--- src/rtl/tmr_pkg.sv ---
package tmr_pkg;
  typedef enum logic [1:0] {
    ACT_HOLD   = 2'b00,
    ACT_LOW    = 2'b01,
    ACT_HIGH   = 2'b10,
    ACT_TOGGLE = 2'b11
  } pin_act_e;

  typedef struct packed {
    logic     cap_en;
    pin_act_e sel_b;
    pin_act_e sel_a;
  } tmr_ctrl_t;

  localparam int CTRL_W = 5;
  localparam int NUM_FLAGS = 3;
  localparam int FLG_A = 0;
  localparam int FLG_B = 1;
  localparam int FLG_CAP = 2;

  // Encoding order equals priority order, so the larger code wins.
  function automatic pin_act_e act_rank(input pin_act_e a, input pin_act_e b);
    return (a > b) ? a : b;
  endfunction
endpackage

--- src/rtl/tmr_counter.sv ---
module tmr_counter #(
  parameter int W = 8
) (
  input  logic         clk,
  input  logic         rst,
  input  logic         en,
  output logic [W-1:0] cnt_o
);
  localparam logic [W-1:0] CNT_MAX = {W{1'b1}};

  logic [W-1:0] cnt_q;

  always_ff @(posedge clk) begin
    if (rst)     cnt_q <= '0;
    else if (en) cnt_q <= cnt_q + 1'b1;
  end

  assign cnt_o = cnt_q;

  AST_CNT_WRAP: assert property (@(posedge clk) disable iff (rst)
    (en && cnt_q == CNT_MAX) |=> (cnt_q == '0));
  AST_CNT_HOLD: assert property (@(posedge clk) disable iff (rst)
    !en |=> $stable(cnt_q));
endmodule

--- src/rtl/tmr_capture.sv ---
module tmr_capture #(
  parameter int SYNC = 2
) (
  input  logic       clk,
  input  logic       rst,
  input  logic       pin,
  input  logic       mode_en,
  input  logic [1:0] edge_sel,
  output logic       evt
);
  logic [SYNC-1:0] sync_q;
  logic            prev_q;
  logic            rise, fall;

  generate
    if (SYNC == 1) begin : g_one
      always_ff @(posedge clk) begin
        if (rst) sync_q <= '0;
        else     sync_q <= pin;
      end
    end else begin : g_chain
      always_ff @(posedge clk) begin
        if (rst) sync_q <= '0;
        else     sync_q <= {sync_q[SYNC-2:0], pin};
      end
    end
  endgenerate

  always_ff @(posedge clk) begin
    if (rst) prev_q <= 1'b0;
    else     prev_q <= sync_q[SYNC-1];
  end

  assign rise = sync_q[SYNC-1] & ~prev_q;
  assign fall = ~sync_q[SYNC-1] & prev_q;

  always_comb begin
    evt = 1'b0;
    if (mode_en) begin
      unique casez (edge_sel)
        2'b00:   evt = rise;
        2'b01:   evt = fall;
        default: evt = rise | fall;
      endcase
    end
  end

  AST_CAP_EDGE_ONLY: assert property (@(posedge clk) disable iff (rst)
    evt |-> (sync_q[SYNC-1] != prev_q));
endmodule

--- src/rtl/tmr_pin_ctl.sv ---
module tmr_pin_ctl
  import tmr_pkg::*;
(
  input  logic     clk,
  input  logic     rst,
  input  logic     out_en,
  input  pin_act_e act_a,
  input  pin_act_e act_b,
  output logic     pin_o
);
  pin_act_e win;
  logic     pin_q;
  logic     pin_d;

  assign win = act_rank(act_a, act_b);

  always_comb begin
    pin_d = pin_q;
    unique case (win)
      ACT_HOLD:   pin_d = pin_q;
      ACT_LOW:    pin_d = 1'b0;
      ACT_HIGH:   pin_d = 1'b1;
      ACT_TOGGLE: pin_d = ~pin_q;
    endcase
  end

  always_ff @(posedge clk) begin
    if (rst)          pin_q <= 1'b0;
    else if (!out_en) pin_q <= 1'b0;
    else              pin_q <= pin_d;
  end

  assign pin_o = out_en & pin_q;

  AST_TOGGLE_WINS: assert property (@(posedge clk) disable iff (rst)
    (out_en && (act_a == ACT_TOGGLE || act_b == ACT_TOGGLE)) |=> (pin_q != $past(pin_q)));
  AST_HIGH_OVER_LOW: assert property (@(posedge clk) disable iff (rst)
    (out_en && act_a != ACT_TOGGLE && act_b != ACT_TOGGLE &&
     (act_a == ACT_HIGH || act_b == ACT_HIGH)) |=> pin_q);
  AST_PIN_HOLD: assert property (@(posedge clk) disable iff (rst)
    (out_en && act_a == ACT_HOLD && act_b == ACT_HOLD) |=> $stable(pin_q));
  AST_DIS_LOW: assert property (@(posedge clk) disable iff (rst)
    !out_en |=> !pin_q);
endmodule

--- src/rtl/dual_cmp_timer.sv ---
module dual_cmp_timer
  import tmr_pkg::*;
#(
  parameter int W = 8,
  parameter int SYNC = 2
) (
  input  logic                  clk,
  input  logic                  rst,
  input  logic                  cnt_en,
  input  logic                  cmpa_wr,
  input  logic                  cmpb_wr,
  input  logic [W-1:0]          reg_wdata,
  input  logic                  ctrl_wr,
  input  logic [CTRL_W-1:0]     ctrl_wdata,
  input  logic [NUM_FLAGS-1:0]  flag_clr,
  input  logic                  cap_pin,
  output logic                  tmr_out,
  output logic [NUM_FLAGS-1:0]  flags,
  output logic [W-1:0]          count_o,
  output logic [W-1:0]          regb_o
);
  localparam int NCMP = 2;

  tmr_ctrl_t              ctrl_q;
  logic [W-1:0]           cnt;
  logic [W-1:0]           cmp_q [NCMP];
  logic [NCMP-1:0]        cmp_gate;
  logic [NCMP-1:0]        match;
  logic                   cap_evt;
  logic                   out_en;
  logic [NUM_FLAGS-1:0]   flag_q;
  logic [NUM_FLAGS-1:0]   flag_set;
  pin_act_e               act_a, act_b;

  always_ff @(posedge clk) begin
    if (rst)          ctrl_q <= '0;
    else if (ctrl_wr) ctrl_q <= tmr_ctrl_t'(ctrl_wdata);
  end

  tmr_counter #(.W(W)) u_cnt (
    .clk   (clk),
    .rst   (rst),
    .en    (cnt_en),
    .cnt_o (cnt)
  );

  tmr_capture #(.SYNC(SYNC)) u_cap (
    .clk      (clk),
    .rst      (rst),
    .pin      (cap_pin),
    .mode_en  (ctrl_q.cap_en),
    .edge_sel (ctrl_q.sel_b),
    .evt      (cap_evt)
  );

  assign cmp_gate[0] = 1'b1;
  assign cmp_gate[1] = ~ctrl_q.cap_en;

  generate
    for (genvar i = 0; i < NCMP; i++) begin : g_cmp
      logic wr_i;
      assign wr_i = (i == 0) ? cmpa_wr : cmpb_wr;
      if (i == 1) begin : g_capreg
        always_ff @(posedge clk) begin
          if (rst)          cmp_q[i] <= '0;
          else if (cap_evt) cmp_q[i] <= cnt;
          else if (wr_i)    cmp_q[i] <= reg_wdata;
        end
      end else begin : g_plain
        always_ff @(posedge clk) begin
          if (rst)       cmp_q[i] <= '0;
          else if (wr_i) cmp_q[i] <= reg_wdata;
        end
      end
      assign match[i] = cnt_en & cmp_gate[i] & (cnt == cmp_q[i]);
    end
  endgenerate

  assign act_a  = match[0] ? ctrl_q.sel_a : ACT_HOLD;
  assign act_b  = match[1] ? ctrl_q.sel_b : ACT_HOLD;
  assign out_en = (ctrl_q.sel_a != ACT_HOLD) || (ctrl_q.sel_b != ACT_HOLD);

  tmr_pin_ctl u_pin (
    .clk    (clk),
    .rst    (rst),
    .out_en (out_en),
    .act_a  (act_a),
    .act_b  (act_b),
    .pin_o  (tmr_out)
  );

  assign flag_set[FLG_A]   = match[0];
  assign flag_set[FLG_B]   = match[1];
  assign flag_set[FLG_CAP] = cap_evt;

  generate
    for (genvar f = 0; f < NUM_FLAGS; f++) begin : g_flag
      always_ff @(posedge clk) begin
        if (rst)              flag_q[f] <= 1'b0;
        else if (flag_set[f]) flag_q[f] <= 1'b1;
        else if (flag_clr[f]) flag_q[f] <= 1'b0;
      end
    end
  endgenerate

  assign flags   = flag_q;
  assign count_o = cnt;
  assign regb_o  = cmp_q[1];

  AST_MATCH_SINGLE: assert property (@(posedge clk) disable iff (rst)
    (match[0] && !cmpa_wr) |=> !match[0]);
  AST_CAP_VALUE: assert property (@(posedge clk) disable iff (rst)
    cap_evt |=> (regb_o == $past(cnt)));
  AST_CAP_NO_BFLAG: assert property (@(posedge clk) disable iff (rst)
    (ctrl_q.cap_en && !flag_q[FLG_B]) |=> !flag_q[FLG_B]);
  AST_FLAG_STICKY: assert property (@(posedge clk) disable iff (rst)
    (flag_q[FLG_A] && !flag_clr[FLG_A]) |=> flag_q[FLG_A]);
  AST_FLAG_SET_WINS: assert property (@(posedge clk) disable iff (rst)
    flag_set[FLG_CAP] |=> flag_q[FLG_CAP]);
endmodule

--- config.mk ---
export PLATFORM = sky130hd
export DESIGN_NAME = dual_cmp_timer
export DESIGN_NICKNAME = d
export VERILOG_FILES = /design/src/rtl/tmr_pkg.sv /design/src/rtl/tmr_counter.sv /design/src/rtl/tmr_capture.sv /design/src/rtl/tmr_pin_ctl.sv /design/src/rtl/dual_cmp_timer.sv
export SDC_FILE = /design/constraint.sdc
export NUM_CORES = 1
export LEC_CHECK = 0
export ABC_AREA = 1
export BUFFER_PORTS_ARGS = -buffer_cell sky130_fd_sc_hd__buf_4
export CORE_MARGIN = 8
export CORE_UTILIZATION = 55
export DETAILED_ROUTE_END_ITERATION = 6
export GPL_ROUTABILITY_DRIVEN = 0
export GPL_TIMING_DRIVEN = 0
export PLACE_DENSITY = 0.81
export SLEW_MARGIN = 10
export SYNTH_ARGS = -nofsm -noshare
export SYNTH_HDL_FRONTEND = slang
export SYNTH_SLANG_ARGS = --single-unit
--- constraint.sdc ---
create_clock -name clk -period 3.65 [get_ports clk]
set_clock_uncertainty 0.1 [all_clocks]
set_input_delay 0.1825 -clock clk [delete_from_list [all_inputs] [get_ports clk]]
set_output_delay 0.1825 -clock clk [all_outputs]
set_load 0.02 [all_outputs]
Word-level counts from Yosys, hierarchy flattened
Memory sizes are Yosys's and may differ from the RTL's. Cells that the tools add are included.

Bits of input ports: 23. Bits in registers: 20. Memories kept: 1. Word-level logic and storage cells: 70. Output and inout bits: 20. Memory bits (writable): 16.

Magnitude comparators: 1. Bitwise logic cells: 15. Equal/unequal tests: 6. Multiplexer cells: 27. Reductions and logical operators: 9. Add/subtract/negate cells: 1.

Memories: cmp_q (words 2, width 8, rd ports 2, clocked after memory_dff 0, wr ports 2, RTL line dual_cmp_timer.sv:26) `logic [W-1:0] cmp_q [NCMP];`.

Operators with widths (number): $mux W8 (3); $mux W1 (19); $eq A8 B8 Y1 (2); $reduce_bool A2 Y1 (5); $add A8 B1 Y8 const B (1); $and A1 B1 Y1 (6); $mux W2 (3); $not A1 Y1 (5); $eq A2 B1 Y1 const B (2); $eq A2 B2 Y1 const B (2); $logic_not A2 Y1 (2); $or A1 B1 Y1 (4); $pmux W1 S3 (1); $gt A2 B2 Y1 (1); $pmux W1 S2 (1); $reduce_or A2 Y1 (1); $logic_or A1 B1 Y1 (1).

Depth between registers and ports, before layout
Gate-level depths: netlist of run 1.

Depth after elaboration: 10. Gate-level depth with buffers: 16. Depth with buffers taken out: 16.

Modules after synthesis
From an unflattened synthesis of run 1, not the netlist that was laid out.

Cell total of the unflattened synthesis: 265. Area, all modules: 2050.7 µm².

By module, submodules not included: dual_cmp_timer (cells each 175, area an instance 1400.1 µm², seq. area each 640.6 µm², times used 1); tmr_counter (cells each 48, area an instance 361.6 µm², seq. area each 160.2 µm², times used 1); tmr_capture (cells each 21, area an instance 145.1 µm², seq. area each 60.1 µm², times used 1); tmr_pin_ctl (cells each 21, area an instance 143.9 µm², seq. area each 20.0 µm², times used 1).

Least setup slack after synthesis of run 1
No wires, ideal clock.

Kind: register -> register. From: reg u_cnt.cnt_q[6], in the netlist u_cnt.cnt_o[6]. To: reg u_pin.pin_q. Clock period less this slack: 2056 ps. Data required time: 3480 ps. Cell stages (with the launch flop): 15. Path slack: 1594 ps. Setup time: 70 ps. Arrival time: 1886 ps. Path buffers: 0. Cells stage by stage: dfxtp_1 inv_2 nand2_1 nand2_1 nor2_1 nand2_1 nor2_2 nand2_1 nor2_2 ha_1 a22oi_1 inv_1 nand4_1 nand3_1 a21oi_1.

Longest elaborated chain between the ends: 7. Elaborated cells on any way between the ends: 13. Those cells by class: order compare (1); eq/ne (5); mux (4); bitwise (2); reduce/logical (1).

Ends and longest elaborated chain: start, declared (RTL line tmr_counter.sv:11) `logic [W-1:0] cnt_q;`; start signal, assigned (RTL line tmr_counter.sv:15) `else if (en) cnt_q <= cnt_q + 1'b1;`; $eq A8 B8 Y1 (RTL line dual_cmp_timer.sv:75) `assign match[i] = cnt_en & cmp_gate[i] & (cnt == cmp_q[i]);`; $and A1 B1 Y1 (RTL line dual_cmp_timer.sv:75); $mux W2, on equally long branches (RTL line dual_cmp_timer.sv:79, dual_cmp_timer.sv:80); $gt A2 B2 Y1 (RTL line tmr_pkg.sv:23) `return (a > b) ? a : b;`; $mux W2 (*) (RTL line tmr_pkg.sv:23); $eq A2 B2 Y1 / $eq A2 B1 Y1 (equally long branches) (RTL line tmr_pin_ctl.sv:19) `unique case (win)`; $pmux W1 S3 (RTL line tmr_pin_ctl.sv:19); end signal, assigned (RTL line tmr_pin_ctl.sv:30) `else pin_q <= pin_d;`; end, declared (RTL line tmr_pin_ctl.sv:12) `logic pin_q;`.

Mark *: on every way between the ends. The rest lies on a longest branch, timed or not. A chain may end at the register's enable or synchronous reset.

Final worst setup path of run 1
From: reg u_cnt.cnt_q[4], in the netlist u_cnt.cnt_o[4]. To: reg u_pin.pin_q.

Same word-level chain as after synthesis.

==> reports/metrics.sh, run 1 <==
RUN_STATUS='finished clean'
DETAILEDPLACEMENTHPWL_UM=3290
CTSROOTBUFFERMASTER='sky130_fd_sc_hd__clkbuf_4'
SETUP_TNS_NS=0
SYN_INST=241
DRC=0
FLOORPLAN.DIE_AREA_UM2=5660
POST-CTS-SETUP-BUFFERS=0
YOSYSWARNINGS=0
ANTENNA-DIODE-COUNT=0
CELL_INTERNAL_PWR_uW=671
ANT_NETS=0
SYNTH-SEQ-AREA-SHARE_PCT=45.6
MIN_PERIOD_OVER_PERIOD_PCT=60.3
CLOCK_TREE_FROM_TRITONCTS='built'
VIAS_IN_THE_FIRST_GLOBAL_ROUTE=1605
GR-USAGE-ALL-LAYERS_PCT=17.0
WORST_IR_DROP_VDD_uV=262
ROUTED_WIRE_LENGTH_PER_INSTANCE_UM=12.4
GRT_SETUP_UNREPAIRED='false'
CLOCK_POWER_SHARE_PCT=32.5
CTS_INSERTED_BUFFERS=5
CTSHTREEMAXLEVEL=2
GRT_ANTENNA_BEFORE_REPAIR=0
CP_SLOWEST_CELL='sky130_fd_sc_hd__dfxtp_1'
MAX_FREQ_MHz=454
CRIT_PATH_BUF_INV_COUNT=2
NETLIST-CELL-TYPE-COUNT=30
MAX_CAP_VIOL_COUNT=0
SYNTHESIS.AREA_PER_INSTANCE_UM2=8.01
WORST-ENDPOINT-REQUIRED_NS=3.83
PATH_CELLS='inv_2 -> nand2_1 -> nand2_1 -> nor2_1 -> nand2_1 -> nor2_2 -> nand2_1 -> nor2_2 -> ha_1 -> a22oi_1 -> inv_1 -> nand4_1 -> nand3_1 -> a21oi_1'
FINAL-MAX-SLEW-VIOLATION-COUNT=0
TIMING.FINAL.HOLD_VIOLATIONS=0
TIGHTESTPINTRANSITION_NS=0.472
CTSHOLDBUFFERS=7
DETAIL_ROUTE.WIRELENGTH_UM=4250
NUM-NETS-FINAL=326
START_UTIL_PCT=57.4
WORST-SETUP-PATH-TYPE='reg -> reg'
PLACE.PORT_BUFFERS=42
PATH_DEPTH=14
CORE_REGION_AREA_UM2=3360
CTS.REPAIR.RESIZED=0
AREAGROWTHSYNTHTOFINISH_PCT=27.3
GRT.OVERFLOW.TOTAL=0
VIA_DENSITY_PER_INSTANCE=4.85
ROW_COUNT=21
CP_SLOWEST_STAGE_DELAY_NS=0.47
POWER.DENSITY_nW_PER_UM2=367
SLEW_HEADROOM_PCT=68.5
CRIT_PATH_START_KIND='flip-flop'
CRIT_PATH_END_KIND='flip-flop'
PATH_COMMON_CELL='sky130_fd_sc_hd__nand2_1'
DIE_H_UM=75.2
COMBINATIONAL_GROUP_SHARE_OF_TOTAL_POWER_PCT=16.1
CLK_PATH_BUF_DEPTH=2
TIMING.FINAL.SETUP_VIOLATIONS=0
TIMING.REG2REG.WORST_PATH_DEPTH=14
NUMBER_OF_PLACED_I_O_PINS=43
WORST-ENDPOINT-ARRIVAL_NS=2.38
GRT_PASS1_WL_UM=7280
TOTAL_CLOCK_SINKS=36
CRIT_PATH_MAX_FANOUT=6
POST_SYNTHESIS_NET_COUNT=270
FINALCRITICALPERIOD_NS=2.20
REGISTER_CLOCK_PIN_SLEW_ON_THE_REPORTED_WORST_SETUP_AND_HOLD_PATHS_NS=0.11
POWER.STATIC_LEAKAGE_uW=0.00112
DR.PASS1.ITERS=4
NUM_VIAS=1670
P_SW_uW=232
HOLD_PATH_DEPTH=3
N_FILL_CELL=283
SYNTH.FF_LATCH_COUNT=36
SWITCHING_SHARE_OF_POWER_PCT=25.6
SHARE_SEQ_OF_TOTAL_POWER_PCT=51.4
FINALPOWER_uW=903
FINAL_LAYOUT_SIZE_SUFFIX_GT1_SHARE_PCT=26.5
WORSTSKEWPAIRLATENCY_NS=0.34
DRT_ITER0_DRC=131
HOLD_PATH_CLASS='in -> reg'
MAXIMUM_NUMBER_OF_PINS_ON_ONE_NET_BEFORE_GLOBAL_ROUTE_REPAIR=12
DIE_X_UM=75.2
MAPPEDNETLISTAREA_UM2=1930
CPLARGESTDELAYFAMILY='simple AND/OR/NAND/NOR gates'
==> power by group through the flow <==
stage          clock network [uW]  logic (uW)  registers (uW)
2_1_floorplan                   0        75.0             481
3_3_place_gp                    0         136             473
3_5_place_dp                    0         139             473
4_1_cts                       300         146             464
5_1_grt                       320         161             468
6_report                      293         145             464
==> placed cells by master (no fill, tap or decap), types with 4 or more instances in the layout <==
cell                            count
sky130_fd_sc_hd__nand2_1           49
sky130_fd_sc_hd__buf_4             42
sky130_fd_sc_hd__nor2_1            40
sky130_fd_sc_hd__inv_1             37
sky130_fd_sc_hd__dfxtp_1           20
sky130_fd_sc_hd__edfxtp_1          16
sky130_fd_sc_hd__a21oi_1           11
sky130_fd_sc_hd__nor2_2             7
sky130_fd_sc_hd__a211oi_2           7
sky130_fd_sc_hd__o21ai_0            7
sky130_fd_sc_hd__dlygate4sd3_1      7
sky130_fd_sc_hd__inv_2              6
sky130_fd_sc_hd__nand3_1            6
sky130_fd_sc_hd__ha_1               6
sky130_fd_sc_hd__clkbuf_4           5
sky130_fd_sc_hd__xnor2_1            4
==> tightest hold or removal path: stages <==
cell and delay, ns:
sky130_fd_sc_hd__buf_4 0.09, sky130_fd_sc_hd__o21ai_0 0.07, sky130_fd_sc_hd__nor2_1 0.08
==> synth_stat cells (all sizes together) <==
| cell type | count | share of area (%) |
|---|---|---|
| a211oi | 7 | 4.5 |
| a21oi | 11 | 2.9 |
| a22oi | 1 | 0.39 |
| buf | 2 | 1.0 |
| clkbuf | 2 | 0.39 |
| clkinv | 1 | 0.19 |
| dfxtp | 20 | 21 |
| edfxtp | 16 | 25 |
| ha | 6 | 3.9 |
| inv | 43 | 8.4 |
| nand2 | 50 | 10 |
| nand3 | 8 | 3.4 |
| nand4 | 2 | 0.65 |
| nor2 | 47 | 10 |
| nor3 | 4 | 1.3 |
| nor4 | 1 | 0.32 |
| o211ai | 1 | 0.39 |
| o21ai | 9 | 2.5 |
| or2 | 4 | 1.3 |
| xnor2 | 4 | 1.8 |
| xor2 | 2 | 0.91 |
==> registers in the layout (all words and copies together) (netlist names) <==
register / count
u_cap.prev_q: 1
u_cnt.cnt_o: 8
ctrl_q: 5
u_cap.sync_q: 2
u_pin.pin_q: 1
cmp_q: 16
flags: 3
==> through the flow <==
step	instances	hold slack [ns]	setup slack (ns)	utilization, %	instance area, um^2
2_1_floorplan	241	0.189	1.59	-	1930
3_3_place_gp	329	0.280	1.50	68.5	2300
3_5_place_dp	329	0.298	1.50	68.5	2300
4_1_cts	344	0.00454	1.44	73.1	2460
5_1_grt	344	0.00879	1.20	73.1	2460
6_report	344	0.0137	1.45	73.1	2460
==> final timing paths <==
kind	startpoint	to	slack, ns
max	u_cnt.cnt_o[4]$_SDFFE_PP0P_	u_pin.pin_q$_SDFFE_PP0P_	1.45
min	ctrl_wr	ctrl_q[4]$_SDFFE_PP0P_	0.01
max reg2reg	u_cnt.cnt_o[4]$_SDFFE_PP0P_	u_pin.pin_q$_SDFFE_PP0P_	1.45
min reg2reg	u_cap.sync_q[0]$_SDFF_PP0_	u_cap.sync_q[1]$_SDFF_PP0_	0.31
==> cells by family after synthesis <==
| family | count (synthesis) | share of synthesized area (%) |
|---|---|---|
| simple gates | 116 | 27.1 |
| buf+inv | 48 | 9.98 |
| fa+ha+maj | 6 | 3.89 |
| compound gates | 29 | 10.7 |
| xor+xnor | 6 | 2.72 |
| flops | 36 | 45.6 |
==> area by class of cell <==
class                           instances  area [um^2]  area share (%)
Sequential cell                        36          881            35.8
Multi-Input combinational cell        157          857            34.9
Timing Repair Buffer                   49          385            15.7
Inverter                               44          165            6.72
Tap cell                               46         57.6            2.34
Clock buffer                            6         51.3            2.09
Clock inverter                          2         33.8            1.37
Buffer                                  4         27.5            1.12
==> per-layer routing <==
metal	global-route usage [%]	part of all wire, %
met1	20.8	45
met2	26.5	46
met3	5.99	6.9
met4	6.61	1.9
met5	0	0
Note: power is estimated with default switching activity, not from simulation.
==> run 2: changes to the inputs <==
--- a/config.mk
+++ b/config.mk
@@ -5,14 +5,14 @@
 export SDC_FILE = /design/constraint.sdc
 export NUM_CORES = 1
 export LEC_CHECK = 0
-export ABC_AREA = 1
+export ABC_AREA = 0
 export BUFFER_PORTS_ARGS = -buffer_cell sky130_fd_sc_hd__buf_4
 export CORE_MARGIN = 8
-export CORE_UTILIZATION = 55
+export CORE_UTILIZATION = 53
 export DETAILED_ROUTE_END_ITERATION = 6
 export GPL_ROUTABILITY_DRIVEN = 0
 export GPL_TIMING_DRIVEN = 0
-export PLACE_DENSITY = 0.81
+export PLACE_DENSITY = 0.79
 export SLEW_MARGIN = 10
 export SYNTH_ARGS = -nofsm -noshare
 export SYNTH_HDL_FRONTEND = slang
==> constraint.sdc (replaced) <==
create_clock -name clk -period 2.2 [get_ports clk]
set_clock_uncertainty 0.1 [all_clocks]
set_input_delay 0.11 -clock clk [delete_from_list [all_inputs] [get_ports clk]]
set_output_delay 0.11 -clock clk [all_outputs]
set_load 0.02 [all_outputs]
==> reports/metrics.sh, run 2 <==
SETUP_TNS_NS=-0.307
P_SW_uW=369
TIMING.FINAL.SETUP_VIOLATIONS=1
VIA_DENSITY_PER_INSTANCE=5.17
GR-USAGE-ALL-LAYERS_PCT=17.7
SYNTH.MUX.AREA_FRACTION_PCT=3.92
WORST_IR_DROP_VDD_uV=554
PLACE.DETAILED.INSTANCES=266
ANTENNA-DIODE-COUNT=0
START_UTIL_PCT=54.9
PLACE.PORT_BUFFERS=39
RRSETUPSLACK_NS=-0.31
YOSYSTOPAREACELL='sky130_fd_sc_hd__edfxtp_1'
MAX_FREQ_MHz=399
YOSYS-TOP-CELLS-AREA='sky130_fd_sc_hd__edfxtp_1 26%, sky130_fd_sc_hd__dfxtp_1 22%, sky130_fd_sc_hd__xnor2_1 6.7%'
COMBINATIONAL_GROUP_SHARE_OF_TOTAL_POWER_PCT=16.8
GRT_ANTENNA_BEFORE_REPAIR=0
GRT_SETUP_UNREPAIRED='true'
CTSHTREEMAXLEVEL=2
DIE_H_UM=74.6
HOLD_PATH_DEPTH=3
SYNTH_EDF_COUNT=16
CTSROOTBUFFERMASTER='sky130_fd_sc_hd__clkbuf_4'
SYNTH_XOR_AREA_SHARE_PCT=11.4
VIOLATIONS='setup timing'
MAPPEDNETLISTAREA_UM2=1820
R2R_END='u_pin.pin_q$_SDFFE_PP0P_'
LAYOUT_COMMONEST_CELL='sky130_fd_sc_hd__buf_4'
MULTI_INPUT_AREA_UM2=915
PLACED_CELL_AREA_UM2=2190
NETLIST-CELL-TYPE-COUNT=33
SYNTH_TOP_FAMILY_BY_AREA='simple AND/OR/NAND/NOR gates'
POST_SYNTHESIS_NET_COUNT=210
SYNTH.MOST_COMMON_CELL='sky130_fd_sc_hd__dfxtp_1'
SYNTH-COMPOUND-AREA-SHARE_PCT=6.13
FRACTION_OF_THE_MAPPED_NETLIST_AREA_IN_SIMPLE_LOGIC_GATES_PCT=20.9
WORSTSKEWPAIRLATENCY_NS=0.33
LARGEST_REGISTER_FF_COUNT=16
DETAILEDPLACEMENTHPWL_UM=3200
FINALCRITICALPERIOD_NS=2.51
CRIT_PATH_MAX_FANOUT=2
NUM_VIAS=1541
CLOCK_POWER_SHARE_PCT=30.5
SYNTH.FF_LATCH_COUNT=36
SHARE_SEQ_OF_TOTAL_POWER_PCT=52.7
POSTSYNTH.ASYNCRESETSHARE_PCT=0
NUMBER_OF_PLACED_I_O_PINS=43
WORST-SETUP-PATH-TYPE='reg -> reg'
HOLD_PATH_CLASS='in -> reg'
CELL_INTERNAL_PWR_uW=1100
N_FILL_CELL=232
FINAL_LAYOUT_SIZE_SUFFIX_GT1_SHARE_PCT=33.7
SYN_INST=181
CORE_REGION_AREA_UM2=3310
SLEW_HEADROOM_PCT=65.8
TIGHTESTPINTRANSITION_NS=0.513
REGISTER_CLOCK_PIN_SLEW_ON_THE_REPORTED_WORST_SETUP_AND_HOLD_PATHS_NS=0.11
DR.PASS1.ITERS=4
MOST_FREQUENT_CELLS_AFTER_SYNTHESIS='20 x sky130_fd_sc_hd__dfxtp_1, 16 x sky130_fd_sc_hd__edfxtp_1, 16 x sky130_fd_sc_hd__nand2_1, 14 x sky130_fd_sc_hd__nor2_1, 14 x sky130_fd_sc_hd__xnor2_1'
FIN_WORST_HOLD_SLACK_NS=0.0787
SYNTH-ADDER-AREA-SHARE_PCT=4.13
SWITCHING_SHARE_OF_POWER_PCT=25.1
DIE_X_UM=74.6
SYNTHESIS.AREA_PER_INSTANCE_UM2=10.0
VIAS_IN_THE_FIRST_GLOBAL_ROUTE=1612
TOP_REGISTER='cmp_q'
SYNTH_TOP_CELL_AREA_SHARE_PCT=26.4
WORSTSETUPENDPOINT='u_pin.pin_q$_SDFFE_PP0P_'
CRIT_PATH_END_KIND='flip-flop'
AREAGROWTHSYNTHTOFINISH_PCT=40.3
NUM-NETS-FINAL=280
MAX_CAP_VIOL_COUNT=0
CLOCK_TREE_FROM_TRITONCTS='built'
RUN_STATUS='finished, violations left'
GRT_PASS1_WL_UM=7350
CRIT_PATH_START_KIND='flip-flop'
DRT_ITER0_DRC=92
FINISH.CELL_COUNT_WITHOUT_FILLERS=298
WORST-ENDPOINT-REQUIRED_NS=2.33
ANT_NETS=0
FINAL.SETUP.WORST_SLACK_NS=-0.307
TIMING.FINAL.HOLD_VIOLATIONS=0
MAXIMUM_NUMBER_OF_PINS_ON_ONE_NET_BEFORE_GLOBAL_ROUTE_REPAIR=12
CLK_PATH_BUF_DEPTH=2
WORST-ENDPOINT-ARRIVAL_NS=2.64
ROUTED_WIRE_LENGTH_PER_INSTANCE_UM=15.7
POWER.STATIC_LEAKAGE_uW=0.00107
DRC=0
FINAL-MAX-SLEW-VIOLATION-COUNT=0
DETAIL_ROUTE.WIRELENGTH_UM=4690
ROW_COUNT=21
WORST_SETUP_PATH_STARTPOINT='cmp_q[1][6]$_SDFFCE_PN0P_'
FLOORPLAN.DIE_AREA_UM2=5560
TOTAL_CLOCK_SINKS=36
SYNTH-SEQ-AREA-SHARE_PCT=48.5
YOSYSWARNINGS=0
GRT.OVERFLOW.TOTAL=0
POWER.DENSITY_nW_PER_UM2=577
FINAL_DESIGN_AREA_NO_FILL_UM2=2550
CTS_INSERTED_BUFFERS=5
TIMING.REG2REG.WORST_PATH_DEPTH=10
AREA.SEQUENTIAL_UM2=891
MIN_PERIOD_OVER_PERIOD_PCT=114
SYNTHFLOPTYPE='sky130_fd_sc_hd__dfxtp_1'
PLACE_WORST_SETUP_SLACK_NS=-0.278
FF_TO_FF_START='cmp_q[1][6]$_SDFFCE_PN0P_'
COMMONEST_CELLS_AFTER_ROUTING_FILL_AND_TAPS_ASIDE='48 x sky130_fd_sc_hd__buf_4, 17 x sky130_fd_sc_hd__dlygate4sd3_1, 16 x sky130_fd_sc_hd__nand2_1, 16 x sky130_fd_sc_hd__edfxtp_1, 14 x sky130_fd_sc_hd__nor2_1'
-- run 2: changes by cell type after synthesis, moves of 7 or more --
| cell | change |
|---|---|
| sky130_fd_sc_hd__inv_1 | -32 |
| sky130_fd_sc_hd__nor2_1 | -26 |
| sky130_fd_sc_hd__and2_1 | +10 |
| sky130_fd_sc_hd__nor2_2 | -7 |
| sky130_fd_sc_hd__xnor2_1 | +10 |
| sky130_fd_sc_hd__nand2_1 | -33 |
| sky130_fd_sc_hd__a211oi_2 | -7 |
-- run 2: kinds of logic (layout without fill, tap and decap cells) --
kind of cell / count (synthesis) / count (layout)
XOR/XNOR: 21 / 21
AO/OA/AOI/OAI: 19 / 19
multiplexers: 7 / 7
AND/OR/NAND/NOR: 75 / 75
adder cells (fa/ha/maj): 6 / 6
flip-flops: 36 / 36
buffers and inverters: 17 / 88
-- run 2: what timing repair did --
action / in CTS / in global routing
gates resized for setup: 6 / 5
hold buffers: 17 / 0
setup buffers: 5 / 4
endpoints found under the setup margin: 1 / 9
hold endpoints to repair: 17 / 0
pin swaps: 6 / 3
-- run 2: how the worst min path moves through the flow --
| stage | startpoint | end |
|---|---|---|
| final | rst | u_pin.pin_q$_SDFFE_PP0P_ |
| after global routing | cnt_en | u_cnt.cnt_o[0]$_SDFFE_PP0P_ |
| after CTS | rst | u_pin.pin_q$_SDFFE_PP0P_ |
| after detailed placement | cap_pin | u_cap.sync_q[0]$_SDFF_PP0_ |
| after global placement | cap_pin | u_cap.sync_q[0]$_SDFF_PP0_ |
| after floorplan | cap_pin | u_cap.sync_q[0]$_SDFF_PP0_ |
-- run 2: worst max-delay path: stages, from the launching register on --
cell and delay (ns):
sky130_fd_sc_hd__edfxtp_1 0.45, sky130_fd_sc_hd__xnor2_2 0.17, sky130_fd_sc_hd__nand4_1 0.15, sky130_fd_sc_hd__nor3_2 0.25
sky130_fd_sc_hd__buf_4 0.15, sky130_fd_sc_hd__and2_1 0.12, sky130_fd_sc_hd__ha_1 0.23, sky130_fd_sc_hd__nand2_1 0.11
sky130_fd_sc_hd__o21ai_2 0.08, sky130_fd_sc_hd__or4_1 0.41, sky130_fd_sc_hd__a31o_1 0.19
-- run 2: metrics by stage --
stage | total power (uW) | util [%]
final | 1470 | 77.0
after floorplan | 901 | -
after global placement | 977 | 66.1
after CTS | 1460 | 75.4
after detailed placement | 987 | 66.1
after global routing | 1540 | 77.0
-- run 2: power by group through the flow --
stage          Combinational (uW)  Sequential [uW]  Clock [uW]
2_1_floorplan                 105              796           0
3_3_place_gp                  195              781           0
3_5_place_dp                  203              784           0
4_1_cts                       236              774         451
5_1_grt                       266              779         490
6_report                      247              775         448
-- run 2: area by class of cell --
type | count | area share [%]
multi-input combinational | 128 | 35.9
sequential | 36 | 34.9
timing repair buffer | 65 | 20.8
buffer | 10 | 2.45
tap | 46 | 2.26
clock buffer | 5 | 1.47
clock inverter | 3 | 1.47
inverter | 5 | 0.736
-- run 2: routing by layer --
metal	GRT usage [%]	vias to the layer above	part of all wire, %
met5	0	-	0
met4	8.91	0	2.4
met3	5.66	12	6.3
met2	29.9	56	52
met1	19.3	716	40
li1	-	757	-
